### src/rtl/utx_pkg.sv
package utx_pkg;
  localparam int unsigned DATA_W = 8;
  localparam int unsigned IDX_W  = 3;

  typedef enum logic [2:0] {
    ST_IDLE,
    ST_START,
    ST_DATA,
    ST_PAR,
    ST_STOP
  } tx_state_e;
endpackage

### src/rtl/utx_mode_decode.sv
module utx_mode_decode
  import utx_pkg::*;
#(
  parameter int unsigned MID_FACTOR = 16,
  parameter int unsigned HI_FACTOR  = 64,
  parameter int unsigned TICK_W     = 8
) (
  input  logic [7:0]        mode_word,
  output logic [IDX_W-1:0]  last_idx,
  output logic              par_en,
  output logic              par_odd,
  output logic [TICK_W-1:0] bit_ticks,
  output logic [TICK_W-1:0] stop_ticks
);
  localparam logic [TICK_W-1:0] ONE_T = TICK_W'(1);
  localparam logic [TICK_W-1:0] MID_T = TICK_W'(MID_FACTOR);
  localparam logic [TICK_W-1:0] HI_T  = TICK_W'(HI_FACTOR);

  // length code 00..11 maps to last index 4..7
  assign last_idx = IDX_W'(4) + IDX_W'(mode_word[3:2]);
  assign par_en   = mode_word[4];
  assign par_odd  = ~mode_word[5];

  always_comb begin
    unique case (mode_word[1:0])
      2'b10:   bit_ticks = MID_T;
      2'b11:   bit_ticks = HI_T;
      default: bit_ticks = ONE_T;
    endcase
  end

  always_comb begin
    unique case (mode_word[7:6])
      2'b10: begin
        if (bit_ticks == ONE_T) stop_ticks = TICK_W'(2);
        else                    stop_ticks = bit_ticks + (bit_ticks >> 1);
      end
      2'b11:   stop_ticks = bit_ticks << 1;
      default: stop_ticks = bit_ticks;
    endcase
  end
endmodule

### src/rtl/utx_hold_reg.sv
module utx_hold_reg
  import utx_pkg::*;
(
  input  logic              clk,
  input  logic              rst_n,
  input  logic              in_valid,
  input  logic [DATA_W-1:0] in_data,
  output logic              in_ready,
  input  logic              take,
  output logic              full,
  output logic [DATA_W-1:0] held
);
  assign in_ready = ~full;

  always_ff @(posedge clk or negedge rst_n) begin
    if (!rst_n) begin
      full <= 1'b0;
      held <= '0;
    end else if (in_valid && in_ready) begin
      full <= 1'b1;
      held <= in_data;
    end else if (take) begin
      full <= 1'b0;
    end
  end
endmodule

### src/rtl/utx_frame_engine.sv
module utx_frame_engine
  import utx_pkg::*;
#(
  parameter int unsigned TICK_W = 8
) (
  input  logic              clk,
  input  logic              rst_n,
  input  logic              tick_en,
  input  logic              start_ok,
  input  logic [DATA_W-1:0] byte_in,
  input  logic [IDX_W-1:0]  last_idx,
  input  logic              par_en,
  input  logic              par_odd,
  input  logic [TICK_W-1:0] bit_ticks,
  input  logic [TICK_W-1:0] stop_ticks,
  output logic              take,
  output logic              busy,
  output logic              line_bit
);
  tx_state_e          state;
  logic [TICK_W-1:0]  cnt;
  logic [IDX_W-1:0]   idx;
  logic [DATA_W-1:0]  shreg;
  logic               par_q;
  logic [IDX_W-1:0]   last_q;
  logic               par_en_q;
  logic [TICK_W-1:0]  bit_q;
  logic [TICK_W-1:0]  stop_q;

  logic [TICK_W-1:0]  cur_len;
  logic               bit_done;
  logic               frame_end;
  logic               par_calc;
  logic [DATA_W-1:0]  sel_mask;

  // parity over selected bits only
  for (genvar g = 0; g < DATA_W; g++) begin : g_mask
    assign sel_mask[g] = (IDX_W'(g) <= last_idx);
  end
  assign par_calc = (^(byte_in & sel_mask)) ^ par_odd;

  assign cur_len   = (state == ST_STOP) ? stop_q : bit_q;
  assign bit_done  = tick_en && (cnt == cur_len - TICK_W'(1));
  assign frame_end = (state == ST_STOP) && bit_done;
  assign take      = start_ok && ((state == ST_IDLE) || frame_end);
  assign busy      = (state != ST_IDLE);

  always_comb begin
    unique case (state)
      ST_START: line_bit = 1'b0;
      ST_DATA:  line_bit = shreg[0];
      ST_PAR:   line_bit = par_q;
      default:  line_bit = 1'b1;
    endcase
  end

  always_ff @(posedge clk or negedge rst_n) begin
    if (!rst_n) begin
      state    <= ST_IDLE;
      cnt      <= '0;
      idx      <= '0;
      shreg    <= '0;
      par_q    <= 1'b0;
      last_q   <= '0;
      par_en_q <= 1'b0;
      bit_q    <= TICK_W'(1);
      stop_q   <= TICK_W'(1);
    end else if (take) begin
      state    <= ST_START;
      cnt      <= '0;
      idx      <= '0;
      shreg    <= byte_in;
      par_q    <= par_calc;
      last_q   <= last_idx;
      par_en_q <= par_en;
      bit_q    <= bit_ticks;
      stop_q   <= stop_ticks;
    end else if (busy && tick_en) begin
      if (bit_done) begin
        cnt <= '0;
        unique case (state)
          ST_START: begin
            state <= ST_DATA;
            idx   <= '0;
          end
          ST_DATA: begin
            shreg <= shreg >> 1;
            if (idx == last_q) state <= par_en_q ? ST_PAR : ST_STOP;
            else               idx   <= idx + IDX_W'(1);
          end
          ST_PAR:  state <= ST_STOP;
          default: state <= ST_IDLE;
        endcase
      end else begin
        cnt <= cnt + TICK_W'(1);
      end
    end
  end
endmodule

### src/rtl/uart_async_tx.sv
module uart_async_tx
  import utx_pkg::*;
#(
  parameter int unsigned MID_FACTOR = 16,
  parameter int unsigned HI_FACTOR  = 64
) (
  input  logic       clk,
  input  logic       rst_n,
  input  logic       tick_en,
  input  logic [7:0] mode_word,
  input  logic       tx_enable,
  input  logic       send_break,
  input  logic [7:0] s_data,
  input  logic       s_valid,
  output logic       s_ready,
  output logic       txd,
  output logic       tx_empty
);
  localparam int unsigned TICK_W = $clog2(2 * HI_FACTOR + 1);

  logic              hold_full;
  logic [DATA_W-1:0] hold_data;
  logic              take;
  logic              busy;
  logic              line_bit;
  logic [IDX_W-1:0]  last_idx;
  logic              par_en;
  logic              par_odd;
  logic [TICK_W-1:0] bit_ticks;
  logic [TICK_W-1:0] stop_ticks;

  utx_mode_decode #(
    .MID_FACTOR(MID_FACTOR),
    .HI_FACTOR (HI_FACTOR),
    .TICK_W    (TICK_W)
  ) u_dec (
    .mode_word (mode_word),
    .last_idx  (last_idx),
    .par_en    (par_en),
    .par_odd   (par_odd),
    .bit_ticks (bit_ticks),
    .stop_ticks(stop_ticks)
  );

  utx_hold_reg u_hold (
    .clk     (clk),
    .rst_n   (rst_n),
    .in_valid(s_valid),
    .in_data (s_data),
    .in_ready(s_ready),
    .take    (take),
    .full    (hold_full),
    .held    (hold_data)
  );

  utx_frame_engine #(.TICK_W(TICK_W)) u_eng (
    .clk       (clk),
    .rst_n     (rst_n),
    .tick_en   (tick_en),
    .start_ok  (hold_full && tx_enable),
    .byte_in   (hold_data),
    .last_idx  (last_idx),
    .par_en    (par_en),
    .par_odd   (par_odd),
    .bit_ticks (bit_ticks),
    .stop_ticks(stop_ticks),
    .take      (take),
    .busy      (busy),
    .line_bit  (line_bit)
  );

  assign txd      = send_break ? 1'b0 : line_bit;
  assign tx_empty = ~busy & ~hold_full;
endmodule

### config.mk
export PLATFORM = sky130hd
export DESIGN_NAME = uart_async_tx
export DESIGN_NICKNAME = d
export VERILOG_FILES = /design/src/rtl/utx_pkg.sv /design/src/rtl/utx_mode_decode.sv /design/src/rtl/utx_hold_reg.sv /design/src/rtl/utx_frame_engine.sv /design/src/rtl/uart_async_tx.sv
export SDC_FILE = /design/constraint.sdc
export NUM_CORES = 1
export LEC_CHECK = 0
export ABC_AREA = 1
export BUFFER_PORTS_ARGS = -buffer_cell sky130_fd_sc_hd__buf_2
export CAP_MARGIN = 15
export CORE_ASPECT_RATIO = 0.5
export CORE_MARGIN = 2
export CORE_UTILIZATION = 50
export CTS_CLUSTER_SIZE = 16
export DETAILED_ROUTE_END_ITERATION = 12
export PLACE_DENSITY = 0.68
export SYNTH_ARGS = -nofsm -noshare
export SYNTH_HDL_FRONTEND = slang
export SYNTH_HIERARCHICAL = 1
export SYNTH_SLANG_ARGS = --single-unit
export TNS_END_PERCENT = 100
### constraint.sdc
create_clock -name clk -period 4.7 [get_ports clk]
set_input_delay 0.235 -clock clk [delete_from_list [all_inputs] [get_ports clk]]
set_output_delay 0.235 -clock clk [all_outputs]
set_load 0.005 [all_outputs]
-- Yosys cells after proc, flatten, opt, wreduce, memory -nomap -nowiden
Cells that the tools add are included.
- add/sub/neg operators: 5
- $lt $le $gt $ge: 8
- eq/ne operators: 13
- multiplexer cells: 26
- bitwise operators: 6
- reductions and logical operators: 18
- operator list (operator ; count):
    two-way mux 8 bit ; 9
    two-way mux 3 bit ; 9
    case mux 8 bit (2 select lines) ; 1
    case mux 7 bit (2 select lines) ; 1
    less-or-equal comparator 3 bit, first input constant ; 4
    case mux 3 bit (3 select lines) ; 1
    adder 7 x 6 -> 8 bit ; 1
    adder 8 x 1 -> 8 bit, second input constant ; 1
    AND 8 bit ; 1
    equality test 2 bit, second input constant ; 4
    equality test 8 bit ; 1
    nonzero test 2 bit ; 4
    parity 8 bit ; 1
    subtractor 8 x 1 -> 8 bit, second input constant ; 1
    equality test 7 x 1 -> 1 bit, second input constant ; 1
    equality test 3 x 2 -> 1 bit, second input constant ; 2
    less-or-equal comparator 1 x 3 -> 1 bit, first input constant ; 2
    less-or-equal comparator 2 x 3 -> 1 bit, first input constant ; 2
    logical AND 1 bit ; 6
    case mux 3 bit (2 select lines) ; 1
    AND reduction 3 bit ; 2
    nonzero test 3 bit ; 2
    AND reduction 4 bit ; 1
    adder 3 x 1 -> 3 bit, second input constant ; 1
    other kinds (13) ; 17
- register bits after elaboration: 52
- input port bits: 22
- output and inout bits: 3
- logic and storage cells: 87

-- Logic depth before layout (Yosys ltp)
Gate-level depths: netlist (run 1).
- word-level depth: 10
- mapped depth: 22
- gate-level depth less buffers: 21

-- Cells and area by module
The synthesis (run 1) kept the hierarchy.
- by module, submodules not included (module ; instances ; cells each ; area each (um^2) ; seq. area each (um^2)):
    utx_frame_engine ; 1 ; 417 ; 2954.1 ; 1078.5
    utx_hold_reg ; 1 ; 38 ; 371.6 ; 225.2
    utx_mode_decode ; 1 ; 30 ; 162.7 ; 0.0
    uart_async_tx ; 1 ; 5 ; 21.3 ; 0.0

-- Worst setup path after synthesis (run 1)
OpenSTA, ideal clock, no wires.
- path type: reg-to-reg
- start point: reg u_eng.state[1]
- end point: reg u_eng.bit_q[6]
- setup time: 0.126 ns
- data arrival time: 2.357 ns
- required time: 4.574 ns
- path slack: 2.217 ns
- stages on the path, launching flop included: 21
- buffers on the path: 1
- clock period less this slack: 2.483 ns
- path through: dfrtp_1 > nor2_4 > nand2_2 > nand2_1 > nand2_2 > ha_1 > nand2_1 > nand2_1 > nor2_1 > nand2_1 > nor2_1 > nand2_1 > nor2_1 > nand2_1 > nor2_4 > nand2_4 > nand2_8 > nand2_8 > inv_2 > buf_2 > o21ai_0
- cells in the longest elaborated chain, start to end: 8
- elaborated cells on any way between the ends: 9
- those cells by class: add/sub (1); eq/ne (2); mux (1); reduce/logical (5)
- ends and longest elaborated chain (item ; line ; RTL):
    start, declared ; utx_frame_engine.sv:20 ; tx_state_e state;
    start signal, assigned ; utx_frame_engine.sv:88 ; if (idx == last_q) state <= par_en_q ? ST_PAR : ST_STOP;
    equality test 3 bit ; utx_frame_engine.sv:42, utx_frame_engine.sv:44 ;
    two-way mux 8 bit ; utx_frame_engine.sv:42 ; assign cur_len = (state == ST_STOP) ? stop_q : bit_q;
    subtractor 8 x 1 -> 8 bit ; utx_frame_engine.sv:43 ; assign bit_done = tick_en && (cnt == cur_len - TICK_W'(1));
    equality test 8 bit ; utx_frame_engine.sv:43 ;
    logical AND 1 bit ; utx_frame_engine.sv:43 ;
    logical AND 1 bit ; utx_frame_engine.sv:44 ; assign frame_end = (state == ST_STOP) && bit_done;
    logical OR 1 bit * ; utx_frame_engine.sv:45 ; assign take = start_ok && ((state == ST_IDLE) || frame_end);
    logical AND 1 bit * ; utx_frame_engine.sv:45 ;
    end signal, assigned ; utx_frame_engine.sv:76 ; bit_q <= bit_ticks;
    end, declared ; utx_frame_engine.sv:27 ; logic [TICK_W-1:0] bit_q;
Mark *: on every way between the ends. The rest lies on a longest branch, timed or not.
A chain may end at the register's enable or synchronous reset.

-- Worst setup path in the final report (run 1)
- start point: reg u_eng.state[2]
- end point: reg u_eng.bit_q[6]
- cells in the longest elaborated chain, start to end: 8
- elaborated cells on any way between the ends: 9
- those cells by class: add/sub (1); eq/ne (2); mux (1); reduce/logical (5)
- ends and longest elaborated chain (item ; line ; RTL):
    equality test 3 bit ; utx_frame_engine.sv:42, utx_frame_engine.sv:44 ;
    two-way mux 8 bit ; utx_frame_engine.sv:42 ;
    subtractor 8 x 1 -> 8 bit ; utx_frame_engine.sv:43 ;
    equality test 8 bit ; utx_frame_engine.sv:43 ;
    logical AND 1 bit ; utx_frame_engine.sv:43 ;
    logical AND 1 bit ; utx_frame_engine.sv:44 ;
    logical OR 1 bit * ; utx_frame_engine.sv:45 ;
    logical AND 1 bit * ; utx_frame_engine.sv:45 ;
    named net take ; uart_async_tx.sv:23 ; logic take;
Mark *: on every way through the listed nets, which the timed path passes. The rest lies on a longest branch.

==> results.yml, run 1 <==
clock_tree:
  clk_latency_ns: 0.29
  cts_max_level: 2
  postCtsSetupRepairBufs: 0
  clock_path_buffers: 2
  ctsHoldBuffers: 0
  cts_tree: "built"
  clockRootBuffer: "clkbuf_16"
  cts-resized-gates: 0
  numClockSinks: 52
  clk_pin_slew_ns: 0.06
  cts_buffers: 5
grt:
  overflow: 0
  grt_pass1_vias: 2752
  grt_antenna_before_repair: 0
  grt_usage: 0.211
  grt_max_degree: 53
  grt_first_pass_wirelength_mm: 12.9
setup_path:
  r2r_cells: 19
  path_cells: "nand2_2 -> nand2_1 -> nand2_2 -> ha_1 -> nand2_1 -> nand2_1 -> nor2_1 -> nand2_1 -> nor2_1 -> nand2_1 -> nor2_1 -> nand2_1 -> nor2_4 -> nand2_4 -> nand2_8 -> nand2_8 -> inv_2 -> nand2_1 -> o21ai_0"
  worstSetupPathType: "reg -> reg"
  crit_arrival_ns: 3.63
  cp-end-kind: "flip-flop"
  crit_family: "simple AND/OR/NAND/NOR gates"
  worstReg2RegEnd: "u_eng/bit_q[6]"
  cp_slowest_stage_delay_ns: 0.75
  worst-path-buf-inv: 1
  startpoint: "u_eng/state[2]"
  r2r_slack_ns: 1.28
  cp_max_fo: 35
  slowest_stage: "dfrtp_1"
  worstPathRequired_ns: 4.91
  r2r-start: "u_eng/state[2]"
  worstSetupStartpointType: "flip-flop"
  crit_top_cell: "nand2_1"
synth:
  synth_area_leader_cell: "dfrtp_1"
  ys_types: 33
  synth_common_cells: "182 x nand2_1, 62 x nand3_1, 50 x dfrtp_1, 43 x inv_1"
  synth_cells: 490
  ys_ff_latch: 52
  yosysMostFrequentCell: "nand2_1"
  yosysTopAreaCellShare: 0.357
  syn_area_per_cell_um2: 7.16
  yosysWarnings: 6
  yosysSeqAreaShare: 0.371
  syn-cell-area_um2: 3510
  synth_edf_count: 0
  ys_top_cells_by_area: "dfrtp_1 36%, nand2_1 19%, nand3_1 8.8%, inv_1 4.6%, nand2_2 3.6%"
  synth-main-ff-cell: "dfrtp_1"
  async_flop_share: 1.00
sta:
  drv_slew: 0
  timing.final.crit_share: 0.729
  worst_pin_slew_ns: 0.711
  slew_headroom: 0.524
  grt_setup_unrepaired: "no"
  hold_viol: 0
  fmaxAchievable_mhz: 292
  tns_ns: 0
  setup_viol: 0
  skew_ns: 0.00525
  period_needed_ns: 3.42
  fin_ws_ns: 1.28
placed_design:
  dpl_worst_slack_ns: 1.28
  hpwl_mm: 5.29
  port_buffers: 24
  gp_congestion: 0.932
hold_path:
  holdCritPathClass: "in -> async"
final_layout:
  regArea_um2: 1300
  nNetsFinal: 530
  multi_input_area_um2: 1870
  drive_gt1_frac: 0.158
  num_antenna_cells: 0
  fillCellCount: 700
  layout-area-overhead-vs-synth_pct: 7.31
route:
  drt-wirelength-per-cell_um: 11.9
  vias: 2939
  top_layer: "met4"
  met2_length_mm: 3.20
  wl_met1_mm: 3.61
  ant_nets: 0
  via_per_inst: 4.91
  drc: 0
  met3_length_um: 288
  dr.pass1.iters: 5
  drt_iter0_markers: 167
  drt-total-wl_mm: 7.15
power:
  power.density_nw_per_um2: 718
  peakVddDrop_uv: 337
  p_leak_nw: 2.04
floorplanning:
  die_width_um: 122
  die_height_um: 63.2
  initial_core_util: 0.522
  die_area_um2: 7750
  ios: 25
  core-area_um2: 6730
  rows: 21
run_status:
  status: "finished, final reports clean"
flow_run:
  max_cap_viol_count: 0
metrics by stage:
| step | power, mW | cell area [um2] | std cells | hold slack (ns) | utilization |
|---|---|---|---|---|---|
| finish | 2.70 | 3770 | 598 | 0.0581 | 0.560 |
| global route | 2.98 | 3770 | 598 | 0.125 | 0.560 |
| CTS | 2.71 | 3770 | 598 | 0.0879 | 0.560 |
| detailed placement | 2.28 | 3600 | 590 | 0.399 | 0.536 |
| global placement | 2.26 | 3600 | 590 | 0.393 | 0.536 |
| floorplan | 2.03 | 3530 | 495 | -0.0606 | - |
cell type report:
type                       instances  area share
clock buffer                       7      0.0352
multi-input combinational        371       0.496
sequential                        52       0.346
timing repair buffer              25      0.0339
inverter                          50      0.0498
tap                               92      0.0306
clock inverter                     1     0.00797
layer usage:
| metal | track usage | vias to the layer above |
|---|---|---|
| li1 | - | 1544 |
| met1 | 0.306 | 1346 |
| met2 | 0.327 | 45 |
| met3 | 0.0408 | 4 |
| met4 | 0.0474 | 0 |
| met5 | 0 | - |
report_power, final:
group	internal (mW)	leakage [nW]	switching, mW
combinational	0.511	1.31	0.995
clock	0.252	0.0781	0.159
sequential	0.632	0.647	0.155
total	1.39	2.04	1.31
worst register-to-register path, stage by stage, from the launching register on:
cell,delay [ns]
dfrtp_1,0.75
nand2_2,0.30
nand2_1,0.14
nand2_2,0.11
ha_1,0.33
nand2_1,0.06
nand2_1,0.04
nor2_1,0.08
nand2_1,0.06
nor2_1,0.08
nand2_1,0.07
nor2_1,0.11
nand2_1,0.09
nor2_4,0.10
nand2_4,0.08
nand2_8,0.11
nand2_8,0.18
inv_2,0.45
nand2_1,0.12
o21ai_0,0.10
layout by cell type, fill, tap and decap left out, drive strengths merged:
cell,Yosys,final
o21ai,21,21
dfstp,2,2
xor2,8,8
nand3,64,64
clkbuf,0,7
inv,49,49
buf,22,25
o21a,1,1
nor3,3,3
nand4,1,1
and2,2,2
bufinv,0,1
conb,2,7
clkinv,1,1
nor3b,1,1
nor2,30,30
xnor2,10,10
nand3b,5,5
dfrtp,50,50
ha,3,3
nand2,207,207
o31ai,1,1
a21oi,7,7
worst max-delay path by stage:
stage	cells past startpoint	end
after floorplan	20	u_eng/bit_q[6]
after global placement	18	u_eng/stop_q[6]
after detailed placement	19	u_eng/stop_q[7]
after CTS	19	u_eng/bit_q[6]
after global routing	17	u_eng/stop_q[7]
final	19	u_eng/bit_q[6]
sequential cells by signal (all words and copies together), names as in the netlist, 3 cells and up:
name / cells
u_eng/stop_q: 8
u_eng/cnt: 8
u_eng/bit_q: 8
u_eng/idx: 3
u_hold/held: 8
u_eng/last_q: 3
u_eng/state: 3
u_eng/shreg: 8
cell families after synthesis:
| logic type | after synthesis | share of synthesized area |
|---|---|---|
| AND/OR/NAND/NOR | 313 | 0.417 |
| buffers and inverters | 72 | 0.101 |
| XOR/XNOR | 18 | 0.0449 |
| other | 2 | 0.00214 |
| AO/OA/AOI/OAI | 30 | 0.0524 |
| adder cells (fa/ha/maj) | 3 | 0.0107 |
| flip-flops | 52 | 0.371 |
Power figures use the tool's default switching activity.
==> inputs of run 2 (changes only) <==
--- a/config.mk
+++ b/config.mk
@@ -13,7 +13,7 @@
 export CORE_UTILIZATION = 50
 export CTS_CLUSTER_SIZE = 16
 export DETAILED_ROUTE_END_ITERATION = 12
-export PLACE_DENSITY = 0.68
+export PLACE_DENSITY = 0.71
 export SYNTH_ARGS = -nofsm -noshare
 export SYNTH_HDL_FRONTEND = slang
 export SYNTH_HIERARCHICAL = 1
==> constraint.sdc (replaced) <==
create_clock -name clk -period 2.8 [get_ports clk]
set_input_delay 0.14 -clock clk [delete_from_list [all_inputs] [get_ports clk]]
set_output_delay 0.14 -clock clk [all_outputs]
set_load 0.005 [all_outputs]
==> run 2 against run 1 <==
  * Power rose by 74%
  * Clock-buffer cell count fell by 2
  * Routed wire length fell by 0.64%
  * First-iteration DRC count fell by 18%
  * Critical endpoint is now u_eng/state[0]
  * Non-clock buffer count rose by 18
  * Worst setup slack got worse by 1.0 ns
  * Die area did not move
  * Critical path type unchanged
  * Global-route usage fell by 0.68 points
  * Via count rose by 1.3%
==> results.yml, run 2 (same netlist as run 1, synthesis figures left out) <==
placed_design:
  dp.cells: 599
  gp_congestion: 0.818
  dpl_worst_slack_ns: 0.116
  port_buffers: 24
  hpwl_mm: 5.19
clock_tree:
  cts_buffers: 5
  clock_path_buffers: 2
  clk_latency_ns: 0.30
  cts_max_level: 2
  clk_pin_slew_ns: 0.07
  clockRootBuffer: "clkbuf_16"
  numClockSinks: 52
  cts_tree: "built"
final_layout:
  layout-area-overhead-vs-synth_pct: 12.5
  num_antenna_cells: 0
  stdcell_count: 618
  mostFrequentLayoutCells: "180 x nand2_1, 62 x nand3_1, 50 x dfrtp_1"
  drive_gt1_frac: 0.200
  nNetsFinal: 550
  final_common_cell: "nand2_1"
hold_path:
  holdCritPathClass: "in -> reg"
setup_path:
  crit_arrival_ns: 2.71
  worstSetupStartpointType: "flip-flop"
  worstSetupPathType: "reg -> reg"
  cp-end-kind: "flip-flop"
  worstPathRequired_ns: 2.99
  cp_max_fo: 6
run_status:
  status: "finished, final reports clean"
grt:
  grt_use_met2: 0.342
  grt_pass1_vias: 2887
  grt_usage: 0.204
  met1_usage: 0.261
  grt_max_degree: 39
  use_met3: 0.0444
  overflow: 0
  grt_first_pass_wirelength_mm: 12.6
  grt_antenna_before_repair: 0
  busiest_layer: "met2"
power:
  power.density_nw_per_um2: 1200
  p_leak_nw: 2.14
  peakVddDrop_uv: 486
sta:
  slew_headroom: 0.642
  hold_viol: 0
  timing.final.crit_share: 0.902
  drv_slew: 0
  setup_viol: 0
  tns_ns: 0
  fmaxAchievable_mhz: 396
  worst_pin_slew_ns: 0.536
  period_needed_ns: 2.52
  fin_ws_ns: 0.275
  hold_ws_ns: 0.0434
  skew_ns: 0.00355
floorplanning:
  die_width_um: 122
  rows: 21
  die_area_um2: 7750
  initial_core_util: 0.522
  core-area_um2: 6730
  ios: 25
  die_height_um: 63.2
route:
  drt-wirelength-per-cell_um: 11.5
  drt_iter0_markers: 137
  vias: 2978
  ant_nets: 0
  dr.pass1.iters: 4
  via_per_inst: 4.82
  drc: 0
  drt-total-wl_mm: 7.10
flow_run:
  max_cap_viol_count: 0
run 2: cell types whose count changed in the layout (fill, tap and decap cells not counted), sizes merged:
cell / before / now
o21ai: 21 / 22
clkbuf: 7 / 5
inv: 49 / 50
clkinvlp: 0 / 1
nand2: 207 / 208
bufinv: 1 / 0
clkinv: 1 / 2
dlygate4sd3: 0 / 1
buf: 25 / 42
run 2: cell type report:
cell class	count	area, um2
flip-flops and latches	52	1300
fillers	653	2780
clock buffers	5	125
inverters	50	188
multi-input cells	373	1910
well taps	92	115
clock inverters	3	21.3
repair buffers	43	285
run 2: power by group:
part           total [mW]  switching, mW  internal, mW
Sequential           1.28          0.215          1.06
Combinational        2.83           1.76          1.07
Clock               0.612          0.279         0.333
run 2: layer usage:
| metal | wire length (um) | share of wire | up-vias |
|---|---|---|---|
| met2 | 3310 | 0.47 | 33 |
| met1 | 3480 | 0.49 | 1346 |
| li1 | - | - | 1590 |
| met4 | 106 | 0.015 | 0 |
| met3 | 195 | 0.027 | 9 |
| met5 | 0 | 0 | - |
run 2: worst paths after layout:
| kind | start | end | cells past startpoint | slack (ns) |
|---|---|---|---|---|
| max reg2reg | u_eng/state[0] | u_eng/state[0] | 18 | 0.28 |
| max in group asynchronous | rst_n | u_eng/bit_q[0] | 3 | 1.70 |
| min | mode_word[4] | u_eng/par_en_q | 3 | 0.04 |
| min reg2reg | u_eng/shreg[4] | u_eng/shreg[4] | 2 | 0.48 |
| max | u_eng/state[0] | u_eng/state[0] | 18 | 0.28 |
| min in group asynchronous | rst_n | u_hold/held[4] | 2 | 0.27 |
run 2: repair_timing:
action / in CTS / in global routing
resized for setup: 0 / 6
endpoints found under the setup margin: 0 / 42
endpoints found under the hold margin: 14 / 0
hold buffers: 1 / 0
setup buffers: 0 / 8
run 2: worst max-delay path: stages, from the launching register on:
cell,delay [ns]
dfrtp_1,0.41
nor2_4,0.18
buf_4,0.13
nand3_1,0.07
nand2_2,0.10
ha_4,0.16
nand3_2,0.10
nor2_4,0.14
nand2_1,0.08
nand2_1,0.06
nand2_1,0.06
nand2_1,0.06
nand2_1,0.06
nor2_1,0.19
nand2_2,0.14
o21ai_4,0.24
nand2_1,0.12
nand2_1,0.07
nand2_1,0.05
run 2: metrics by stage:
step           power [mW]  utilization  instance area, um2
2_1_floorplan        3.41            -                3530
3_3_place_gp         3.90        0.548                3680
3_5_place_dp         3.92        0.548                3680
4_1_cts              4.56        0.571                3840
5_1_grt              5.22        0.587                3950
6_report             4.72        0.587                3950
